File: src/rtl/adc_cmd_pkg.sv
package adc_cmd_pkg;
  localparam logic [2:0] IX_CFG  = 3'd0;
  localparam logic [2:0] IX_STS  = 3'd1;
  localparam logic [2:0] IX_MASK = 3'd2;
  localparam logic [2:0] IX_MISC = 3'd3;
  localparam logic [2:0] IX_CMD  = 3'd4;
  localparam logic [2:0] IX_RDF  = 3'd5;
  localparam logic [2:0] IX_MCTL = 3'd6;

  localparam logic [3:0] OPC_NOP = 4'd0;
  localparam logic [3:0] OPC_RD  = 4'd1;
  localparam logic [3:0] OPC_WR  = 4'd2;

  localparam logic [31:0] CFG_RST  = 32'h0000_1814;
  localparam logic [9:0]  STS_RST  = 10'h200;
  localparam logic [31:0] MCTL_RST = 32'h0000_0010;
  localparam logic [31:0] MCTL_WMSK = 32'h00FF_FEFF;
  localparam logic [31:0] MASK_WMSK = 32'h0000_03FF;
  localparam int HOLD_BIT = 4;
endpackage

File: src/rtl/adc_cmd_decode.sv
module adc_cmd_decode
  import adc_cmd_pkg::*;
#(
  parameter int NREGS = 128,
  localparam int AW = $clog2(NREGS)
) (
  input  logic [31:0]   word,
  input  logic          hold,
  output logic          ok,
  output logic          is_rd,
  output logic          is_wr,
  output logic [AW-1:0] addr,
  output logic [15:0]   data
);
  logic [3:0] opc;
  logic [9:0] fld;
  logic       in_range;
  logic       known;

  always_comb begin
    opc      = word[29:26];
    fld      = word[25:16];
    in_range = {22'b0, fld} < NREGS;
    known    = (opc == OPC_NOP) || (opc == OPC_RD) || (opc == OPC_WR);
    is_rd    = (opc == OPC_RD);
    is_wr    = (opc == OPC_WR);
    ok       = !hold && known && ((opc == OPC_NOP) || in_range);
    addr     = fld[AW-1:0];
    data     = word[15:0];
  end
endmodule

File: src/rtl/adc_regbank.sv
module adc_regbank #(
  parameter int NREGS = 128,
  parameter int W = 16,
  localparam int AW = $clog2(NREGS)
) (
  input  logic          clk,
  input  logic          rst_n,
  input  logic          we,
  input  logic [AW-1:0] waddr,
  input  logic [W-1:0]  wdata,
  input  logic [AW-1:0] raddr,
  output logic [W-1:0]  rdata
);
  logic [W-1:0] bank [NREGS];

  for (genvar g = 0; g < NREGS; g++) begin : g_cell
    always_ff @(posedge clk) begin
      if (!rst_n)
        bank[g] <= '0;
      else if (we && waddr == AW'(g))
        bank[g] <= wdata;
    end
  end

  assign rdata = bank[raddr];
endmodule

File: src/rtl/adc_rb_fifo.sv
module adc_rb_fifo #(
  parameter int DEPTH = 8,
  parameter int W = 16,
  localparam int PW = $clog2(DEPTH),
  localparam int LW = $clog2(DEPTH + 1)
) (
  input  logic         clk,
  input  logic         rst_n,
  input  logic         push,
  input  logic [W-1:0] din,
  input  logic         pop,
  output logic [W-1:0] head,
  output logic [LW-1:0] level,
  output logic         full,
  output logic         empty
);
  logic [W-1:0]  mem [DEPTH];
  logic [PW-1:0] wp, rp;
  logic          push_ok, pop_ok;

  assign full    = (level == LW'(DEPTH));
  assign empty   = (level == '0);
  assign push_ok = push && !full;
  assign pop_ok  = pop && !empty;
  assign head    = empty ? '0 : mem[rp];

  always_ff @(posedge clk) begin
    if (push_ok) mem[wp] <= din;
  end

  always_ff @(posedge clk) begin
    if (!rst_n) begin
      wp    <= '0;
      rp    <= '0;
      level <= '0;
    end else begin
      if (push_ok) wp <= (wp == PW'(DEPTH - 1)) ? '0 : wp + 1'b1;
      if (pop_ok)  rp <= (rp == PW'(DEPTH - 1)) ? '0 : rp + 1'b1;
      case ({push_ok, pop_ok})
        2'b10:   level <= level + 1'b1;
        2'b01:   level <= level - 1'b1;
        default: level <= level;
      endcase
    end
  end
endmodule

File: src/rtl/adc_cmd_front.sv
module adc_cmd_front
  import adc_cmd_pkg::*;
#(
  parameter int NREGS = 128,
  parameter int DEPTH = 8,
  localparam int AW = $clog2(NREGS),
  localparam int LW = $clog2(DEPTH + 1)
) (
  input  logic        clk,
  input  logic        rst_n,
  input  logic        bus_sel,
  input  logic        bus_wr,
  input  logic [2:0]  bus_idx,
  input  logic [31:0] bus_wdata,
  output logic [31:0] bus_rdata,
  input  logic [6:0]  alarm_in,
  input  logic        overtemp_in,
  output logic        irq
);
  logic [31:0] cfg_q, mask_q, mctl_q;
  logic [9:0]  sts_q, sts_d;
  logic [7:0]  evt_q, evt_now;
  logic        wr_en, rd_en;

  logic          cmd_ok, cmd_rd, cmd_wr;
  logic [AW-1:0] cmd_addr;
  logic [15:0]   cmd_data, bank_q;

  logic          fifo_pop, fifo_full, fifo_empty;
  logic [15:0]   fifo_head, fifo_din;
  logic [LW-1:0] level;

  assign wr_en   = bus_sel && bus_wr;
  assign rd_en   = bus_sel && !bus_wr;
  assign evt_now = {overtemp_in, alarm_in};

  adc_cmd_decode #(.NREGS(NREGS)) u_dec (
    .word  (bus_wdata),
    .hold  (mctl_q[HOLD_BIT]),
    .ok    (cmd_ok),
    .is_rd (cmd_rd),
    .is_wr (cmd_wr),
    .addr  (cmd_addr),
    .data  (cmd_data)
  );

  logic cmd_go;
  assign cmd_go = wr_en && (bus_idx == IX_CMD) && cmd_ok;

  adc_regbank #(.NREGS(NREGS), .W(16)) u_bank (
    .clk   (clk),
    .rst_n (rst_n),
    .we    (cmd_go && cmd_wr),
    .waddr (cmd_addr),
    .wdata (cmd_data),
    .raddr (cmd_addr),
    .rdata (bank_q)
  );

  assign fifo_din = cmd_rd ? bank_q : 16'h0000;
  assign fifo_pop = rd_en && (bus_idx == IX_RDF);

  adc_rb_fifo #(.DEPTH(DEPTH), .W(16)) u_fifo (
    .clk   (clk),
    .rst_n (rst_n),
    .push  (cmd_go),
    .din   (fifo_din),
    .pop   (fifo_pop),
    .head  (fifo_head),
    .level (level),
    .full  (fifo_full),
    .empty (fifo_empty)
  );

  always_comb begin
    sts_d = sts_q;
    if (wr_en && bus_idx == IX_STS) sts_d = sts_d & ~bus_wdata[9:0];
    sts_d[7:0] = sts_d[7:0] | (evt_now & ~evt_q);
    if (32'(level) > 32'(cfg_q[19:16])) sts_d[8] = 1'b1;
    sts_d[9] = 1'b1;
  end

  always_ff @(posedge clk) begin
    if (!rst_n) begin
      cfg_q  <= CFG_RST;
      mask_q <= '1;
      mctl_q <= MCTL_RST;
      sts_q  <= STS_RST;
      evt_q  <= '0;
    end else begin
      sts_q <= sts_d;
      evt_q <= evt_now;
      if (wr_en) begin
        case (bus_idx)
          IX_CFG:  cfg_q  <= bus_wdata;
          IX_MASK: mask_q <= bus_wdata & MASK_WMSK;
          IX_MCTL: mctl_q <= bus_wdata & MCTL_WMSK;
          default: ;
        endcase
      end
    end
  end

  always_comb begin
    bus_rdata = '0;
    if (rd_en) begin
      case (bus_idx)
        IX_CFG:  bus_rdata = cfg_q;
        IX_STS:  bus_rdata = {22'b0, sts_q};
        IX_MASK: bus_rdata = mask_q;
        IX_MISC: bus_rdata = 32'h0000_0400 | (32'(level) << 12) |
                             {22'b0, fifo_full, fifo_empty, evt_now};
        IX_RDF:  bus_rdata = {16'b0, fifo_head};
        IX_MCTL: bus_rdata = mctl_q;
        default: bus_rdata = '0;
      endcase
    end
  end

  assign irq = |(sts_q & ~mask_q[9:0]);
endmodule

File: config.mk
export PLATFORM = sky130hd
export DESIGN_NAME = adc_cmd_front
export DESIGN_NICKNAME = d
export VERILOG_FILES = /design/src/rtl/adc_cmd_pkg.sv /design/src/rtl/adc_cmd_decode.sv /design/src/rtl/adc_regbank.sv /design/src/rtl/adc_rb_fifo.sv /design/src/rtl/adc_cmd_front.sv
export SDC_FILE = /design/constraint.sdc
export NUM_CORES = 2
export LEC_CHECK = 0
export ABC_AREA = 1
export BUFFER_PORTS_ARGS = -buffer_cell sky130_fd_sc_hd__buf_4
export CAP_MARGIN = 20
export CORE_ASPECT_RATIO = 1.4
export CORE_MARGIN = 4
export CORE_UTILIZATION = 43
export DETAILED_ROUTE_END_ITERATION = 8
export PLACE_DENSITY = 0.6
export SYNTH_ARGS = -nofsm -noshare
export SYNTH_HDL_FRONTEND = slang
export SYNTH_SLANG_ARGS = --single-unit
File: constraint.sdc
create_clock -name clk -period 10.7 [get_ports clk]
set_clock_uncertainty 0.1 [all_clocks]
set_input_delay 2.14 -clock clk [delete_from_list [all_inputs] [get_ports clk]]
set_output_delay 2.14 -clock clk [all_outputs]
set_load 0.02 [all_outputs]
==> run metrics <==
layout cells sized above 1 6.528%; crit path time final 7.222 ns; Mapped Avg Cell Area 9.667 um2; # Post-CTS Setup Buffers 0; maxcap violations 0; main combinational cell family by area after synthesis simple AND/OR/NAND/NOR gates; Post-DRT Antenna Nets 0; FMAX 0.1385 GHz; Final #Nets 10290; Mapped Cells 10510; hold_buf cts 0; die area 244300 um2; class of the worst hold path register to register; Syn Std Cell Area 101600 um2; worst skew pair latency 0.90 ns; fill cell count 21800; GRT Util Overall 28.09%; DRC 0; Synth Register Bits 2272; clk buf depth 4; Worst Setup Slack, final 3.478 ns; Num CTS Buffers 218; RSZ-0062 raised after global routing no; CP required 8.46 ns; Slew Limit Fails 0; first-pass GRT wire length 506100 um; Ys Warns 0; mux cell area share after synthesis 0.1182%; port bufs 79; Max-slew headroom 17.95%; status completed; Pre-antenna DRT Iters 8; H-tree depth 4; Resized Gates After CTS 0; Setup Viol. Count Final 0; Worst R2R Start mctl_q[4]$_SDFFE_PN1P_; Clock transition at path regs 0.06 ns; final hold slack 0.3292 ns; drt wl/cell 26.06 um; Die X 418.9 um; CP startpoint kind register; Slew @ Worst Pin 1.231 ns; CTS tree yes; Post-Syn Nets 10570; pre-CTS WS 3.577 ns; crit end category output port; Post-Synth Adder-Cell Area 0.1354%; maximum vdd drop 0.0001282 V; Starting Density 43.36%; complex-gate fraction of the synthesized area 3.435%; Final Cell Area 111000 um2; Synth cell types 35; Setup CP Type register to output port; detailed placement HPWL 203300 um; number of global-route vias before repair 74040; initial antenna violation count 25; Util after Layout 47.37%; P_leak 44.44 nW; Placer Congestion 0.8999; Core ar. 234400 um2; CTS root buf clkbuf_16; Simple-Gate Fraction of Synth Area 25.78%; Vias/cell 5.782; initial DRC count 10300; row cnt 210; storage element area 67270 um2; Multi-input gate area 30210 um2; total power 19.00 mW; number of primary I/O pins 80; drt total wl 351600 um; endpoints failing hold 0; Finished Layout Cells 13490; TritonCTS Sinks 2272; Vias 78000; critical path fanouts, max 65; setup tns final 0 ns; Synth Area in XOR/XNOR 0.02585%; Cells after DPL 13090; total grt overflow 0; Hold Startpoint evt_q[3]$_SDFF_PN0_; fin crit share 67.49%; register area share after synthesis 66.19%; Pwr Density 171.1 nW/um2; Syn-to-layout area delta 9.243%; pin count of the biggest net entering global routing 136; data arrival time of the critical path 4.98 ns; placed cell area 104300 um2; Chip Height 583.2 um
==> kinds of logic (layout without fill, tap and decap cells) <==
family,count (synthesis),count (layout)
other cells,0,14
buf+inv,899,788
flops,2272,2272
mux,12,12
fa+ha+maj,11,11
compound gates,623,623
xor+xnor,3,3
simple gates,6693,6693
==> placed cells by master, fill, tap and decap left out, types with 13 or more instances in the layout <==
master and count:
dfxtp_1 94, nor2_4 23, edfxtp_1 2176, buf_4 278, clkbuf_1 48, buf_12 15, a21oi_1 124, nand4_1 244
a221oi_1 13, o21ai_2 22, o211ai_1 38, inv_6 19, clkbuf_16 223, o221ai_1 15, inv_1 75, nor2_1 2325
nand2_1 3837, nand3_1 230, clkinv_2 33, bufinv_16 16, o21ai_1 106, a22oi_1 33, o21ai_0 240, clkinv_1 64
diode_2 14
==> area by class of cell <==
| type | count | area share, % |
|---|---|---|
| antenna | 14 | 0.03155 |
| multi-input combinational | 7342 | 27.21 |
| inverter | 101 | 0.4361 |
| clock inverter | 117 | 0.8430 |
| timing repair buffer | 299 | 2.243 |
| tap | 3074 | 3.464 |
| clock buffer | 271 | 5.189 |
| sequential | 2272 | 60.59 |
==> path summary, 6_finish.rpt <==
| path | end | slack, ns | cells after the start |
|---|---|---|---|
| setup reg to reg | u_bank.bank[107][5]$_SDFFCE_PN0P_ | 6.29 | 8 |
| setup / recovery | bus_rdata[13] | 3.48 | 8 |
| hold reg to reg | sts_q[3]$_SDFF_PN0_ | 0.33 | 1 |
| hold / removal | sts_q[3]$_SDFF_PN0_ | 0.33 | 1 |
==> layer usage <==
metal  vias to the layer above  track usage, %  share of wire, %
met2                      4662           45.74                47
li1                      34160               -                 -
met1                     38220           35.04                36
met3                       940           5.819                11
met4                        24           15.55               6.4
met5                         -               0             0.044
==> sequential cells by signal, summed over array words and instances, names as in the netlist, named ones only <==
register and count:
evt_q 8, u_bank.bank 2048, u_fifo.mem 128, u_fifo.level 4
mask_q 11, mctl_q 23, u_fifo.wp 3, sts_q 9
cfg_q 32, u_fifo.rp 3
==> report_power, final <==
part,switching [mW],internal (mW)
clock network,3.41,4.17
logic,1.10,0.260
registers,0.0801,9.98
total,4.58,14.4
==> cell usage after synthesis (all sizes together) <==
| master | n | area share (%) |
|---|---|---|
| a211oi | 5 | 0.037 |
| a21oi | 124 | 0.61 |
| a221oi | 13 | 0.11 |
| a22o | 2 | 0.017 |
| a22oi | 33 | 0.24 |
| a41oi | 7 | 0.060 |
| buf | 214 | 1.8 |
| clkbuf | 584 | 2.2 |
| clkinv | 14 | 0.052 |
| dfxtp | 96 | 1.9 |
| edfxtp | 2176 | 64 |
| ha | 11 | 0.14 |
| inv | 87 | 0.32 |
| mux2i | 12 | 0.12 |
| nand2 | 3837 | 14 |
| nand3 | 238 | 1.2 |
| nand4 | 244 | 1.5 |
| nor2 | 2360 | 8.9 |
| nor3 | 12 | 0.059 |
| o211a | 2 | 0.020 |
| o211ai | 38 | 0.28 |
| o21ai | 368 | 1.8 |
| o21bai | 1 | 0.0074 |
| o221ai | 15 | 0.13 |
| o22ai | 10 | 0.062 |
| o32ai | 5 | 0.043 |
| or2 | 2 | 0.015 |
| xnor2 | 1 | 0.0086 |
| xor2 | 2 | 0.017 |
==> worst max-delay path, stage by stage (launching register included) <==
cell      delay [ns]
dfxtp_2         0.31
buf_4           0.60
clkinv_1        0.76
buf_4           0.49
o21ai_0         0.26
o21ai_0         0.15
o211ai_1        0.95
a41oi_1         0.28
buf_4           0.25
Power figures use the tool's default switching activity.
